<file path="src/rtl/nv_store_pkg.sv">
package nv_store_pkg;

  typedef enum logic {
    SRC_HOST  = 1'b0,
    SRC_WIPER = 1'b1
  } store_src_e;

  function automatic int unsigned cnt_width(input int unsigned limit);
    return (limit < 2) ? 1 : $clog2(limit + 1);
  endfunction

endpackage

</file>
<file path="src/rtl/nv_req_latch.sv">
module nv_req_latch
  import nv_store_pkg::*;
#(
  parameter int DATA_W = 6,
  parameter int SEL_W  = 2
) (
  input  logic              clk,
  input  logic              rst_n,
  input  logic              busy_i,
  input  logic              wp_n_i,
  input  logic              bus_start_i,
  input  logic              bus_stop_i,
  input  logic              req_valid_i,
  input  store_src_e        req_src_i,
  input  logic [SEL_W-1:0]  req_sel_i,
  input  logic [DATA_W-1:0] req_data_i,
  input  logic [DATA_W-1:0] wiper_i,
  output logic              launch_o,
  output logic [SEL_W-1:0]  tgt_sel_o,
  output logic [DATA_W-1:0] tgt_data_o
);

  logic              pend_q, pend_d;
  logic [SEL_W-1:0]  sel_q, sel_d;
  logic [DATA_W-1:0] data_q, data_d;
  logic              accept;
  logic              take_req;

  assign accept   = !busy_i;
  assign take_req = accept && req_valid_i && !bus_start_i && !bus_stop_i;

  always_comb begin
    pend_d = pend_q;
    sel_d  = sel_q;
    data_d = data_q;
    if (accept) begin
      if (bus_start_i || bus_stop_i) begin
        pend_d = 1'b0;
      end else if (take_req) begin
        pend_d = 1'b1;
        sel_d  = req_sel_i;
        data_d = (req_src_i == SRC_WIPER) ? wiper_i : req_data_i;
      end
    end
  end

  always_ff @(posedge clk or negedge rst_n) begin
    if (!rst_n) begin
      pend_q <= 1'b0;
      sel_q  <= '0;
      data_q <= '0;
    end else begin
      pend_q <= pend_d;
      if (take_req) begin
        sel_q  <= sel_d;
        data_q <= data_d;
      end
    end
  end

  assign launch_o   = accept && bus_stop_i && pend_q && wp_n_i;
  assign tgt_sel_o  = sel_q;
  assign tgt_data_o = data_q;


  start_clears_pend_chk: assert property (@(posedge clk) disable iff (!rst_n)
    (bus_start_i && !busy_i) |=> !pend_q);


  busy_holds_target_chk: assert property (@(posedge clk) disable iff (!rst_n)
    (busy_i && $past(busy_i)) |-> ($stable(sel_q) && $stable(data_q)));

endmodule

</file>
<file path="src/rtl/nv_write_timer.sv">
module nv_write_timer
  import nv_store_pkg::*;
#(
  parameter int unsigned WR_CYCLES = 250000,
  localparam int unsigned CNT_W    = cnt_width(WR_CYCLES)
) (
  input  logic clk,
  input  logic rst_n,
  input  logic launch_i,
  output logic busy_o,
  output logic commit_o
);

  localparam logic [CNT_W-1:0] CNT_LOAD = CNT_W'(WR_CYCLES);
  localparam logic [CNT_W-1:0] CNT_LAST = CNT_W'(1);

  logic [CNT_W-1:0] cnt_q, cnt_d;
  logic             cnt_en;

  assign busy_o   = (cnt_q != '0);
  assign commit_o = (cnt_q == CNT_LAST);
  assign cnt_en   = launch_i || busy_o;

  always_comb begin
    cnt_d = cnt_q;
    if (launch_i && !busy_o) begin
      cnt_d = CNT_LOAD;
    end else if (busy_o) begin
      cnt_d = cnt_q - CNT_LAST;
    end
  end

  always_ff @(posedge clk or negedge rst_n) begin
    if (!rst_n) begin
      cnt_q <= '0;
    end else if (cnt_en) begin
      cnt_q <= cnt_d;
    end
  end


  launch_busy_chk: assert property (@(posedge clk) disable iff (!rst_n)
    launch_i |=> busy_o);


  fall_at_commit_chk: assert property (@(posedge clk) disable iff (!rst_n)
    $fell(busy_o) |-> $past(commit_o));

endmodule

</file>
<file path="src/rtl/nv_reg_bank.sv">
module nv_reg_bank #(
  parameter int NUM_REGS = 4,
  parameter int DATA_W   = 6,
  parameter int SEL_W    = 2,
  parameter logic [NUM_REGS*DATA_W-1:0] INIT_IMAGE = '0
) (
  input  logic              clk,
  input  logic              rst_n,
  input  logic              commit_i,
  input  logic [SEL_W-1:0]  wr_sel_i,
  input  logic [DATA_W-1:0] wr_data_i,
  input  logic [SEL_W-1:0]  rd_sel_i,
  output logic [DATA_W-1:0] rd_data_o,
  output logic [DATA_W-1:0] recall_o
);

  logic [NUM_REGS-1:0][DATA_W-1:0] mem_q;

  for (genvar g = 0; g < NUM_REGS; g++) begin : g_reg
    logic wr_en;
    assign wr_en = commit_i && (wr_sel_i == SEL_W'(g));
    always_ff @(posedge clk or negedge rst_n) begin
      if (!rst_n) begin
        mem_q[g] <= INIT_IMAGE[g*DATA_W +: DATA_W];
      end else if (wr_en) begin
        mem_q[g] <= wr_data_i;
      end
    end
  end

  assign rd_data_o = mem_q[rd_sel_i];
  assign recall_o  = mem_q[0];


  only_commit_changes_chk: assert property (@(posedge clk) disable iff (!rst_n)
    !commit_i |=> $stable(mem_q));

endmodule

</file>
<file path="src/rtl/nv_store_seq.sv">
module nv_store_seq
  import nv_store_pkg::*;
#(
  parameter int          NUM_REGS  = 4,
  parameter int          DATA_W    = 6,
  parameter int unsigned WR_CYCLES = 250000,
  parameter logic [NUM_REGS*DATA_W-1:0] INIT_IMAGE = '0,
  localparam int         SEL_W     = $clog2(NUM_REGS)
) (
  input  logic              clk,
  input  logic              rst_n,
  input  logic              wp_n,
  input  logic              bus_start,
  input  logic              bus_stop,
  input  logic              req_valid,
  input  logic              req_src,
  input  logic [SEL_W-1:0]  req_sel,
  input  logic [DATA_W-1:0] req_data,
  input  logic [DATA_W-1:0] wiper_val,
  input  logic [SEL_W-1:0]  rd_sel,
  output logic [DATA_W-1:0] rd_data,
  output logic [DATA_W-1:0] recall_val,
  output logic              busy,
  output logic              addr_ack_en
);

  logic [1:0]        rst_pipe_q;
  logic              rst_sync_n;
  logic              launch;
  logic              commit;
  logic [SEL_W-1:0]  tgt_sel;
  logic [DATA_W-1:0] tgt_data;

  always_ff @(posedge clk or negedge rst_n) begin
    if (!rst_n) begin
      rst_pipe_q <= 2'b00;
    end else begin
      rst_pipe_q <= {rst_pipe_q[0], 1'b1};
    end
  end
  assign rst_sync_n = rst_pipe_q[1];

  nv_req_latch #(.DATA_W(DATA_W), .SEL_W(SEL_W)) u_latch (
    .clk         (clk),
    .rst_n       (rst_sync_n),
    .busy_i      (busy),
    .wp_n_i      (wp_n),
    .bus_start_i (bus_start),
    .bus_stop_i  (bus_stop),
    .req_valid_i (req_valid),
    .req_src_i   (store_src_e'(req_src)),
    .req_sel_i   (req_sel),
    .req_data_i  (req_data),
    .wiper_i     (wiper_val),
    .launch_o    (launch),
    .tgt_sel_o   (tgt_sel),
    .tgt_data_o  (tgt_data)
  );

  nv_write_timer #(.WR_CYCLES(WR_CYCLES)) u_timer (
    .clk      (clk),
    .rst_n    (rst_sync_n),
    .launch_i (launch),
    .busy_o   (busy),
    .commit_o (commit)
  );

  nv_reg_bank #(
    .NUM_REGS   (NUM_REGS),
    .DATA_W     (DATA_W),
    .SEL_W      (SEL_W),
    .INIT_IMAGE (INIT_IMAGE)
  ) u_bank (
    .clk       (clk),
    .rst_n     (rst_sync_n),
    .commit_i  (commit),
    .wr_sel_i  (tgt_sel),
    .wr_data_i (tgt_data),
    .rd_sel_i  (rd_sel),
    .rd_data_o (rd_data),
    .recall_o  (recall_val)
  );

  assign addr_ack_en = !busy;


  rise_needs_stop_chk: assert property (@(posedge clk) disable iff (!rst_sync_n)
    $rose(busy) |-> ($past(bus_stop) && $past(wp_n)));


  protect_blocks_chk: assert property (@(posedge clk) disable iff (!rst_sync_n)
    (bus_stop && !wp_n && !busy) |=> !busy);


  recall_matches_chk: assert property (@(posedge clk) disable iff (!rst_sync_n)
    (rd_sel == '0) |-> (recall_val == rd_data));

endmodule

</file>
<file path="config.mk">
export PLATFORM = sky130hd
export DESIGN_NAME = nv_store_seq
export DESIGN_NICKNAME = d
export VERILOG_FILES = /design/src/rtl/nv_store_pkg.sv /design/src/rtl/nv_req_latch.sv /design/src/rtl/nv_write_timer.sv /design/src/rtl/nv_reg_bank.sv /design/src/rtl/nv_store_seq.sv
export SDC_FILE = /design/constraint.sdc
export NUM_CORES = 1
export LEC_CHECK = 0
export ABC_AREA = 1
export BUFFER_PORTS_ARGS = -buffer_cell sky130_fd_sc_hd__buf_4
export CORE_MARGIN = 4
export CORE_UTILIZATION = 62
export DETAILED_ROUTE_END_ITERATION = 10
export GPL_TIMING_DRIVEN = 0
export PLACE_DENSITY = 0.87
export SLEW_MARGIN = 15
export SYNTH_ARGS = -nofsm -noshare
export SYNTH_HDL_FRONTEND = slang
export SYNTH_SLANG_ARGS = --single-unit
</file>
<file path="constraint.sdc">
create_clock -name clk -period 4.4 [get_ports clk]
set_input_delay 0.22 -clock clk [delete_from_list [all_inputs] [get_ports clk]]
set_output_delay 0.22 -clock clk [all_outputs]
set_load 0.01 [all_outputs]
</file>
---- Word-level counts from Yosys, hierarchy flattened ----
Index checks and enable logic that the tools add are counted.
word-level totals
  logic and storage cells ................. 47
  output and inout bits ................... 14
  input bits .............................. 23
  register bits after elaboration ......... 53
cells by class
  reductions and logical operators ........ 23
  equality and inequality tests ........... 4
  add/sub/neg operators ................... 1
  bitwise operators ....................... 2
  $lt $le $gt $ge ......................... 1
  mux-type cells .......................... 7
operators with widths
  kind                                                                    number
  18-bit two-way mux                                                      2
  18-bit by 1-bit equality test with 1-bit output, second input constant  1
  18-bit nonzero test                                                     1
  18-bit by 1-bit subtractor with 18-bit output, second input constant    1
  6-bit binary-select mux with 2-bit select                               1
  6-bit two-way mux                                                       2
  1-bit logical AND                                                       11
  2-bit equality test, second input constant                              2
  2-bit AND reduction                                                     2
  2-bit nonzero test                                                      2
  1-bit logical NOT                                                       3
  2-bit by 3-bit < comparator with 1-bit output, second input constant    1
  3-bit AND reduction                                                     1
  2-bit by 1-bit equality test with 1-bit output, second input constant   1
  2-bit logical NOT                                                       1
  1-bit logical OR                                                        2
  1-bit two-way mux                                                       2
  1-bit inverter                                                          2

---- Longest topological paths before layout ----
  depth after elaboration ................. 8
  depth in mapped cells ................... 9
  gate-level depth less buffers ........... 9

---- Cells and area by module ----
A second synthesis with hierarchy kept.
second synthesis, totals
  cells, all modules ...................... 400
  area, all modules ....................... 3002.9 µm²
by module, submodules not included
  module          cells an instance  area an instance (µm²)  seq. area each (µm²)  instances
  nv_reg_bank     185                1400.1                  600.6                 1
  nv_write_timer  144                1071.0                  450.4                 1
  nv_req_latch    67                 474.2                   225.2                 1
  nv_store_seq    4                  57.6                    50.0                  1

---- Worst setup path after synthesis ----
OpenSTA, ideal clock, no wires.
  path type ............................... register -> register
  from .................................... reg u_timer.cnt_q[0]
  to ...................................... reg u_timer.cnt_q[10]
  data required time ...................... 4.283 ns
  clock period less this slack ............ 1.596 ns
  buffers on the path ..................... 0
  path slack .............................. 2.804 ns
  arrival ................................. 1.479 ns
  cell stages (with the launch flop) ...... 10
  library setup time ...................... 0.117 ns
  cell sequence ........................... dfrtp_1 inv_1 ha_1 nand2_1 nor2_4 inv_1 a21oi_1 nand2_1 nand2_1 nand2_1
on the way
  word-level cells in the longest chain between the ends .. 8
  elaborated cells on any way between the ends .. 12
  classes of those cells .................. 1 x add/sub; 2 x mux; 9 x reduce/logical
RTL lines
  item                                                                                   line                  text
  start: declaration                                                                     nv_write_timer.sv:17  logic [CNT_W-1:0] cnt_q, cnt_d;
  start signal: assignment                                                               nv_write_timer.sv:37  cnt_q <= cnt_d;
  branches (longest 8 deep; another with 18-bit by 1-bit subtractor with 18-bit output)  -
Parallel ways; which one is timed is not known. The select of a mux whose other input is x is not followed.
A chain may end at the register's enable or synchronous reset.

---- Final worst setup path ----
  from .................................... reg u_timer.cnt_q[0]
  to ...................................... out addr_ack_en
on the way
  word-level cells in the longest chain between the ends .. 2
RTL lines
  item                 line                  text
  18-bit nonzero test  nv_write_timer.sv:20  assign busy_o = (cnt_q != '0);
  1-bit logical NOT    nv_store_seq.sv:84    assign addr_ack_en = !busy;
  end: declaration     nv_store_seq.sv:24    output logic addr_ack_en
Every way passes these cells.

==> metrics.md <==
| Metric | Value |
|---|---|
| PD cells | around 250 nW/um^2 |
| Register bit count reported by yosys | 53 |
| Final hold vios | 0 |
| Final setup violating endpoints | 0 |
| Per-cell routed wire length | 13.6 microns |
| Maximum VDD drop | 0.195 mV |
| Core ar. | ~4400 sq um |
| Total routed wirelength | 5.86 mm |
| DIE HEIGHT | approximately 75 microns |
| Tcrit/Tclk final | 0.500 |
| Row cnt | 24 |
| 1st-iter DRT viols | about 270 |
| Global-route wire length before repair | 10.0 mm |
| Residual DRC | 0 |
| Layout area overhead | 15.8% |
| Worst skew pair latency | 0.31 ns |
| Reg2Reg Setup Slack | between 2 and 2.5 ns |
| Slew Viols, Final | 0 |
| Starting density of the core | 0.637 |
| Synth cell types | 32 |
| Most frequent cells in the layout | 77 x nand2_1, 52 x dfrtp_1, 48 x nor2_1 |
| CTS buffer count | 5 |
| CP Data Required Time | ~4.2 ns |
| Vias in the first global route | around 2200 |
| GRT Total Usage | 0.234 |
| DR vias | approximately 2400 |
| Area of the die | around 5600 sq um |
| Minimum clock period | about 2.2 ns |
| Area of the multi-input gates | 1220 sq um |
| WS Path Type | flop to output port |
| Yosys warnings | 0 |
| Largest net degree at the start of global routing | 30 |
| Total grt overflow | 0 |
| CP startpoint | u_timer.cnt_q[0] |
| Storage cell area | 1330 sq um |
| Netlist Area Pre-Place | between 2000 and 3000 sq um |
| Clock transition at path regs | 0.09 ns |
| Hold Startpoint | req_sel[1] |
| MaxCap Viol Count | 0 |
| Rel. slew slack | 0.619 |
| CTS root buffer | clkbuf_8 |
| Total power | between 0.8 and 0.9 mW |
| # fillers | approximately 320 |
| Final Skew | between 0.01 and 0.015 ns |
| Vias per inst | approximately 5.5 |
| Slew at the pin with the worst max-slew slack | about 0.57 ns |
| Worst-path fanout max | 10 |
| Gate Count Post-Synth | roughly 340 |
| Status | complete, no violations |
| Hold Crit Class | primary input to flop |
| Sink Count | 53 |
| Final layout net count | 404 |
| TNS Setup | 0 ns |
| Startpoint Class | flop |
| CTS H-tree depth | 2 |
| RSZ-0062 raised after global routing | no |
| Static Leakage | approximately 1.6 nW |
| Die width | about 75 microns |
| Gpl congestion | between 0.8 and 0.9 |
| Antenna diodes | 0 |
| Post-cts gate resize count | 0 |
| Sequential area share after synthesis | 0.478 |
| HPWL Detailed | between 4 and 5 mm |
| Worst r2r src | u_timer.cnt_q[0] |
| Share of cells above drive strength 1 | 0.211 |
| Post-synth net total | between 300 and 400 |
| I/O pin count | 37 |
| Initial antenna violation count | 0 |
| CTS tree | yes |
| Post-DRT Antenna Nets | 0 |
| Clock Path Buffers | 2 |
| First-pass detailed-route iteration total | 5 |
| CP Data Arrival Time | about 2.0 ns |
| Port Buf Inserts | 34 |
| Mean Syn Cell Area | 8.25 sq um |
| Commonest non-fill, non-tap cell in the layout | nand2_1 |
| Crit. End Element | output port |
| Fmax | between 400 and 500 MHz |
[flip-flops by register name, indices dropped and copies added, names as in the netlist]
name,cells
u_latch.tgt_sel_o,2
u_bank.mem_q,18
rst_pipe_q,2
u_timer.cnt_q,18
u_latch.pend_q,1
u_bank.recall_o,6
u_latch.tgt_data_o,6
[routing by layer]
layer,wire length (microns),global-route usage,up-vias
li1,-,-,1169
met2,2740,0.369,103
met4,57,0.0553,0
met1,2580,0.330,1103
met3,478,0.0561,6
met5,0,0,-
[worst paths after layout]
| check | end | depth (start not counted) |
|---|---|---|
| max in group asynchronous | u_bank.recall_o[0] | 1 |
| worst max-delay path | addr_ack_en | 8 |
| worst max register to register | u_timer.cnt_q[4] | 8 |
| min in group asynchronous | rst_pipe_q[1] | 2 |
| worst min-delay path | u_latch.tgt_sel_o[1] | 3 |
| worst min register to register | u_bank.mem_q[7] | 0 |
[kinds of logic (layout without fill, tap and decap cells)]
family	Yosys count	after routing	synth area share
compound gates	50	50	0.0970
flops	53	53	0.478
buf+inv	48	92	0.0821
fa+ha+maj	2	2	0.00902
xor+xnor	4	4	0.0126
other cells	1	1	0.00135
simple gates	172	172	0.295
mux	6	6	0.0244
[metrics by stage]
stage,instances,hold slack [ns],util,cell area [sq um],setup WS (ns)
after floorplan,336,-0.0756,-,2770,2.80
after global placement,422,0.00211,0.710,3090,2.22
after detailed placement,423,0.00342,0.715,3110,2.51
after CTS,432,0.162,0.738,3210,2.19
after global routing,432,0.176,0.738,3210,2.05
final,432,0.163,0.738,3210,2.20
[final cells by class]
class / count / area share
clock buffer: 6 / 0.0226
tap: 52 / 0.0203
multi-input combinational: 235 / 0.379
inverter: 32 / 0.0374
clock inverter: 2 / 0.00467
timing repair buffer: 36 / 0.0888
buffer: 16 / 0.0335
sequential: 53 / 0.413
[report_power, final]
group          total [mW]  switching [mW]  internal (mW)  leakage [nW]
sequential          0.492         0.00414          0.488         0.684
clock               0.273           0.161          0.112        0.0374
combinational      0.0519          0.0250         0.0270         0.844
total               0.817           0.190          0.627          1.57
[what timing repair did]
| action | in CTS | in global routing |
|---|---|---|
| buffers inserted | 0 | 0 |
| hold buffers | 1 | 0 |
| endpoints found under the setup margin | 0 | 0 |
| hold endpoints to repair | 2 | 0 |
[synthesized netlist by cell type, drive strengths merged]
cell / count / area share
xor2: 1 / 0.0032
nand3: 13 / 0.032
clkbuf: 2 / 0.0027
conb: 1 / 0.0014
o21ai: 39 / 0.074
and2: 2 / 0.0050
ha: 2 / 0.0090
a21oi: 5 / 0.0090
buf: 14 / 0.036
nor2: 56 / 0.097
nand2: 80 / 0.11
inv: 32 / 0.043
xnor2: 3 / 0.0095
nand3b: 2 / 0.0054
dfrtp: 53 / 0.48
o22ai: 6 / 0.014
nand4: 19 / 0.043
mux2: 6 / 0.024
[worst max-delay path: stages (launching register included)]
cell     delay [ns]
dfrtp_1        0.42
inv_1          0.17
ha_1           0.24
nand2_1        0.13
nor2_4         0.21
nand2_4        0.10
nor2_8         0.15
buf_8          0.14
buf_4          0.12
Note: power is estimated with default switching activity, not from simulation.
